--- src/rtl/sgp_pkg.sv ---
package sgp_pkg;
    // Control word field positions (decoded by software-visible layout)
    localparam int CTL_EN_BIT  = 0;
    localparam int CTL_GRP_LSB = 6;
    localparam int CTL_DIV_LSB = 16;
    localparam int CTL_DIV_W   = 16;

    typedef logic [CTL_DIV_W-1:0] div_t;
endpackage

--- src/rtl/sgp_half_timer.sv ---
module sgp_half_timer
    import sgp_pkg::*;
(
    input  logic clk,
    input  logic rst_n,
    input  logic hold,
    input  div_t div,
    output logic tick
);
    typedef struct packed {
        div_t cnt;
    } tmr_t;

    tmr_t st_d, st_q;

    assign tick = !hold && (st_q.cnt == div);

    always_comb begin
        st_d = st_q;
        if (hold || tick) begin
            st_d.cnt = '0;
        end else begin
            st_d.cnt = st_q.cnt + div_t'(1);
        end
    end

    always_ff @(posedge clk or negedge rst_n) begin
        if (!rst_n) st_q <= '0;
        else        st_q <= st_d;
    end

    AST_HALF_RANGE: assert property (@(posedge clk) disable iff (!rst_n)
        !hold |-> (st_q.cnt <= div));
endmodule

--- src/rtl/sgp_frame_ctrl.sv ---
module sgp_frame_ctrl
    import sgp_pkg::*;
#(
    parameter int GRP_W = 4,
    localparam int IDX_W = GRP_W + 3
) (
    input  logic             clk,
    input  logic             rst_n,
    input  logic [31:0]      ctrl_word,
    input  logic             tick,
    output logic             run,
    output logic             sclk,
    output logic             load,
    output logic [IDX_W-1:0] idx,
    output logic             start,
    output logic             rise,
    output logic             fend,
    output div_t             div
);
    typedef struct packed {
        logic             run;
        logic             sclk;
        logic             load;
        logic [IDX_W-1:0] idx;
        logic [GRP_W-1:0] grp;
        div_t             div;
    } fsm_t;

    fsm_t st_d, st_q;

    logic [GRP_W-1:0] ctl_grp;
    div_t             ctl_div;
    logic             cfg_ok;
    logic [IDX_W-1:0] last_idx;
    logic             ctrl_unused;

    assign ctl_grp     = ctrl_word[CTL_GRP_LSB +: GRP_W];
    assign ctl_div     = ctrl_word[CTL_DIV_LSB +: CTL_DIV_W];
    assign cfg_ok      = ctrl_word[CTL_EN_BIT] && (ctl_grp != '0);
    assign last_idx    = {st_q.grp, 3'b000} - IDX_W'(1);
    assign ctrl_unused = ^{ctrl_word[CTL_DIV_LSB-1:CTL_GRP_LSB+GRP_W],
                           ctrl_word[CTL_GRP_LSB-1:CTL_EN_BIT+1]};

    always_comb begin
        st_d      = st_q;
        st_d.load = 1'b0;
        start     = 1'b0;
        rise      = 1'b0;
        fend      = 1'b0;
        if (!st_q.run) begin
            start = cfg_ok;
        end else if (tick) begin
            if (!st_q.sclk) begin
                st_d.sclk = 1'b1;
                rise      = 1'b1;
            end else begin
                st_d.sclk = 1'b0;
                if (st_q.idx == last_idx) begin
                    fend = 1'b1;
                    if (cfg_ok) start = 1'b1;
                    else        st_d.run = 1'b0;
                end else begin
                    st_d.idx = st_q.idx + IDX_W'(1);
                end
            end
        end
        if (start) begin
            st_d.run  = 1'b1;
            st_d.sclk = 1'b0;
            st_d.idx  = '0;
            st_d.load = 1'b1;
            st_d.grp  = ctl_grp;
            st_d.div  = ctl_div;
        end
    end

    always_ff @(posedge clk or negedge rst_n) begin
        if (!rst_n) st_q <= '0;
        else        st_q <= st_d;
    end

    assign run  = st_q.run;
    assign sclk = st_q.sclk;
    assign load = st_q.load;
    assign idx  = st_q.idx;
    assign div  = st_q.div;

    AST_LOAD_SINGLE: assert property (@(posedge clk) disable iff (!rst_n)
        st_q.load |=> !st_q.load);
    AST_LOAD_CLK_LOW: assert property (@(posedge clk) disable iff (!rst_n)
        st_q.load |-> !st_q.sclk);
    AST_IDLE_QUIET: assert property (@(posedge clk) disable iff (!rst_n)
        !st_q.run |-> (!st_q.sclk && !st_q.load));
    AST_IDX_BOUND: assert property (@(posedge clk) disable iff (!rst_n)
        st_q.run |-> (st_q.idx <= last_idx));
    AST_CFG_HOLD: assert property (@(posedge clk) disable iff (!rst_n)
        (st_q.run && !st_q.load) |-> ($stable(st_q.div) && $stable(st_q.grp)));
endmodule

--- src/rtl/sgp_data_path.sv ---
module sgp_data_path #(
    parameter int MAX_PINS = 120,
    parameter int IDX_W    = 7
) (
    input  logic                clk,
    input  logic                rst_n,
    input  logic                run,
    input  logic                start,
    input  logic                rise,
    input  logic                fend,
    input  logic [IDX_W-1:0]    idx,
    input  logic [MAX_PINS-1:0] out_bits,
    input  logic                ser_din,
    output logic                ser_dout,
    output logic [MAX_PINS-1:0] in_bits
);
    typedef struct packed {
        logic [MAX_PINS-1:0] osnap;
        logic [MAX_PINS-1:0] cap;
        logic [MAX_PINS-1:0] inreg;
    } dp_t;

    dp_t st_d, st_q;

    always_comb begin
        st_d = st_q;
        if (rise)  st_d.cap[idx] = ser_din;
        if (fend)  st_d.inreg    = st_q.cap;
        if (start) begin
            st_d.osnap = out_bits;
            st_d.cap   = '0;
        end
    end

    always_ff @(posedge clk or negedge rst_n) begin
        if (!rst_n) st_q <= '0;
        else        st_q <= st_d;
    end

    assign ser_dout = run ? st_q.osnap[idx] : 1'b0;
    assign in_bits  = st_q.inreg;

    AST_IN_AT_BOUNDARY: assert property (@(posedge clk) disable iff (!rst_n)
        !$stable(st_q.inreg) |-> $past(fend));
endmodule

--- src/rtl/sgp_shift_engine.sv ---
module sgp_shift_engine
    import sgp_pkg::*;
#(
    parameter int GRP_W = 4,
    localparam int IDX_W    = GRP_W + 3,
    localparam int MAX_PINS = 8 * ((1 << GRP_W) - 1)
) (
    input  logic                clk,
    input  logic                rst_n,
    input  logic [31:0]         ctrl_word,
    input  logic [MAX_PINS-1:0] out_bits,
    output logic [MAX_PINS-1:0] in_bits,
    output logic                ser_clk,
    output logic                ser_load,
    output logic                ser_dout,
    input  logic                ser_din
);
    logic             run, tick, start, rise, fend;
    logic [IDX_W-1:0] idx;
    div_t             div;

    sgp_half_timer u_timer (
        .clk   (clk),
        .rst_n (rst_n),
        .hold  (!run),
        .div   (div),
        .tick  (tick)
    );

    sgp_frame_ctrl #(.GRP_W(GRP_W)) u_ctrl (
        .clk       (clk),
        .rst_n     (rst_n),
        .ctrl_word (ctrl_word),
        .tick      (tick),
        .run       (run),
        .sclk      (ser_clk),
        .load      (ser_load),
        .idx       (idx),
        .start     (start),
        .rise      (rise),
        .fend      (fend),
        .div       (div)
    );

    sgp_data_path #(.MAX_PINS(MAX_PINS), .IDX_W(IDX_W)) u_data (
        .clk      (clk),
        .rst_n    (rst_n),
        .run      (run),
        .start    (start),
        .rise     (rise),
        .fend     (fend),
        .idx      (idx),
        .out_bits (out_bits),
        .ser_din  (ser_din),
        .ser_dout (ser_dout),
        .in_bits  (in_bits)
    );

    AST_DOUT_FROZEN: assert property (@(posedge clk) disable iff (!rst_n)
        (ser_clk && $past(ser_clk)) |-> $stable(ser_dout));
endmodule

--- config.mk ---
export PLATFORM = sky130hd
export DESIGN_NAME = sgp_shift_engine
export DESIGN_NICKNAME = d
export VERILOG_FILES = /design/src/rtl/sgp_pkg.sv /design/src/rtl/sgp_half_timer.sv /design/src/rtl/sgp_frame_ctrl.sv /design/src/rtl/sgp_data_path.sv /design/src/rtl/sgp_shift_engine.sv
export SDC_FILE = /design/constraint.sdc
export NUM_CORES = 1
export LEC_CHECK = 0
export BUFFER_PORTS_ARGS = -buffer_cell sky130_fd_sc_hd__buf_2
export CORE_MARGIN = 3
export CORE_UTILIZATION = 62
export DETAILED_ROUTE_END_ITERATION = 10
export PLACE_DENSITY = 0.95
export SYNTH_ARGS = -nofsm -noshare
export SYNTH_HDL_FRONTEND = slang
export SYNTH_SLANG_ARGS = --single-unit
--- constraint.sdc ---
create_clock -name clk -period 5.9 [get_ports clk]
set_input_delay 0 -clock clk [delete_from_list [all_inputs] [get_ports clk]]
set_output_delay 0 -clock clk [all_outputs]
set_load 0.01 [all_outputs]
==> impl_results.md <==
- Clock sinks: 406
- DP Worst Slack: 2.069 ns
- Chip Width: 179.2 µm
- Maximum root-to-sink buffer count: 3
- Critical path cell sequence: xnor2_1, nand4_1, nor4_4, nand4b_1, o21ai_0, a21oi_1
- Final ANT Viol Nets: 0
- # IOs: 278
- Setup ws final: 1.814 ns
- Commonest non-fill, non-tap cell in the layout: nand2_1
- Worst-path fanout max: 23
- Worst-path clk slew: 0.06 ns
- Top delay family on crit path: simple AND/OR/NAND/NOR gates
- Routed wire length: 58.55 mm
- Post-cts sizing count: 0
- Period utilization: 0.6926
- Reg2reg path depth: 6
- Slew HR: 0.04532
- Routed WL per cell: 23.30 µm
- Synth area leader: dfrtp_1
- Critical path's slowest cell: nand4b_1
- Mapped Area: 0.01859 mm²
- Hold WC Path Type: in -> async
- Count of cell types in the netlist: 52
- Reg-to-reg setup timing slack: 1.81 ns
- Dominant cells by area after synthesis: dfrtp_1 (55%), nand2_1 (9.0%), mux2_2 (7.7%)
- Initial antenna violation count: 3
- Setup CP Type: reg -> reg
- Synth Register Bits: 406
- GPL Wtd Cong: 0.8318
- Worst r2r src: u_timer.st_q[2]
- Arrival time worst endpoint: 4.48 ns
- First-pass GRT wire length: 90.45 mm
- Placeable Area: 0.02909 mm²
- Share of the synthesized area in the top cell type: 0.5464
- Clk_skew: 0.02212 ns
- Worst-margin pin slew: 1.421 ns
- Async set-reset flop share out of synthesis: 1.000
- Total power: 0.006461 W
- Post-Syn Instances: 1871
- Maxcap violations: 0
- Final #Nets: 2252
- Buffers on Ports: 266
- Fmax: 244.7 MHz
- Vias per cell: 6.382
- CTS tree: yes
- Worst path required time: 6.29 ns
- # H-tree levels: 2
- Total GRT Usage: 0.3641
- Worst VDD drop: 0.2334 mV
- Final min period: 4.086 ns
- Mean Syn Cell Area: 9.938 µm²
- Layout cell share with drive strength beyond 1: 0.2306
- Main synth FF type: dfrtp_1
- Largest net degree at the start of global routing: 211
- Most frequent cells in the layout: nand2_1 (446), dfrtp_1 (404), buf_2 (265)
- CP startpoint kind: flip-flop
- Critical Path End Type: flip-flop
- Status: completed
- Max Slew Vio Count: 0
- Register area share after synthesis: 0.5464
- EDFF count, synth: 0
- Vias: 16039
- CP Buf/Inv Count: 0
- Ys Warns: 0
- Initial Utilization: 0.6392
- Slowest stage delay, CP: 1.24 ns
- # setup viols final: 0
- Hold slack: 0.08048 ns
- Vias in the first global route: 16259
- Post-route DRC violation count: 0
- Post-route setup TNS: 0 ns
- Worst r2r dst: u_data.st_q[197]
- Leak: 10.69 nW
- PD cells: 294.6 mW/mm²
- Die Span Y: 179.2 µm
- Synth Net Count: 2029
- Insertion delay to the later sink of the worst-skew pair: 0.54 ns
- Rows: 62
- Die area: 0.03210 mm²
- CTS root buf: clkbuf_16
- Num CTS Buffers: 40
- Util after Layout: 0.7538
- First-pass DRT Iterations: 8
- Dpl hpwl: 31.53 mm
- GRT overflow: 0
- Initial DRC count: 2184
- RSZ-0062 raised after global routing: no
- Hold Fails Final Rpt: 0
- P&R area growth vs syn: 17.93%
metrics by stage:
step	cells	instance area, µm²
after CTS	2509	21920
after detailed placement	2294	19140
after global routing	2512	21930
after global placement	2294	19140
after floorplan	1871	18590
final	2513	21930
worst register-to-register path: stages (launching register included):
cell      delay (ns)
dfrtp_1         0.46
xnor2_1         0.20
nand4_1         0.18
nor4_4          1.04
nand4b_1        1.25
o21ai_0         0.67
a21oi_1         0.15
how the worst max path moves through the flow:
stage,start,to,slack [ns],cells past startpoint
2_1_floorplan,u_ctrl.st_q[16],u_data.st_q[190],3.72,10
3_3_place_gp,u_ctrl.div[15],u_data.st_q[141],2.26,6
3_5_place_dp,u_timer.st_q[2],u_data.st_q[197],2.07,6
4_1_cts,u_timer.st_q[2],u_data.st_q[197],1.94,6
5_1_grt,u_timer.st_q[2],u_data.st_q[165],1.64,6
6_report,u_timer.st_q[2],u_data.st_q[197],1.81,6
state kept, by name (all words and copies together) (netlist names):
signal	cells
u_ctrl.div	16
u_ctrl.idx	7
u_ctrl.load	1
u_ctrl.run	1
u_ctrl.sclk	1
u_ctrl.st_q	4
u_data.in_bits	120
u_data.st_q	240
u_timer.st_q	16
timing repair:
item / 4_1_cts / 5_1_grt
hold endpoints to repair: 237 / 0
buffers inserted: 0 / 0
hold buffers: 142 / 0
per-layer routing:
layer / global-route usage / wire length, µm / vias to the layer above / part of all wire
li1: - / - / 6698 / -
met1: 0.4536 / 20380 / 7681 / 0.35
met2: 0.5965 / 28140 / 1352 / 0.48
met3: 0.08238 / 6409 / 308 / 0.11
met4: 0.1927 / 3614 / 0 / 0.062
met5: 0 / 0 / - / 0
cells in the mapped netlist, types with 13 or more instances:
cell type	n
buf_2	55
nor2_1	33
a21oi_1	137
xnor2_1	26
mux2i_1	19
nand2_1	446
clkbuf_1	60
dfrtp_1	406
or3_1	20
buf_4	121
inv_1	13
nand3_1	122
o21ai_0	140
mux2_2	127
final cells by class:
| class | count | area [µm²] |
|---|---|---|
| flip-flops and latches | 406 | 10160 |
| well taps | 384 | 480.5 |
| diodes | 4 | 10.01 |
| fillers | 1716 | 7162 |
| clock inverters | 13 | 150.1 |
| inverters | 14 | 60.06 |
| repair buffers | 423 | 2900 |
| multi-input cells | 1209 | 6958 |
| clock buffers | 60 | 1207 |
logic make-up (layout without fill, tap and decap cells):
kind of cell             count (synthesis)  in the layout  synth area share
adder cells (fa/ha/maj)                  3              3          0.002019
buffers and inverters                  256            510           0.07981
XOR/XNOR                                33             33           0.01554
multiplexers                           154            154           0.09683
other                                    0              4                 0
AO/OA/AOI/OAI                          325            325           0.09528
AND/OR/NAND/NOR                        694            694            0.1641
flip-flops                             406            406            0.5464
power by group:
group          switching (W)  leakage [nW]  internal, W
Sequential          0.000131          5.19      0.00292
Combinational       0.000437          4.83     0.000306
Clock                0.00111         0.673      0.00155
Note: power is estimated with default switching activity, not from simulation.
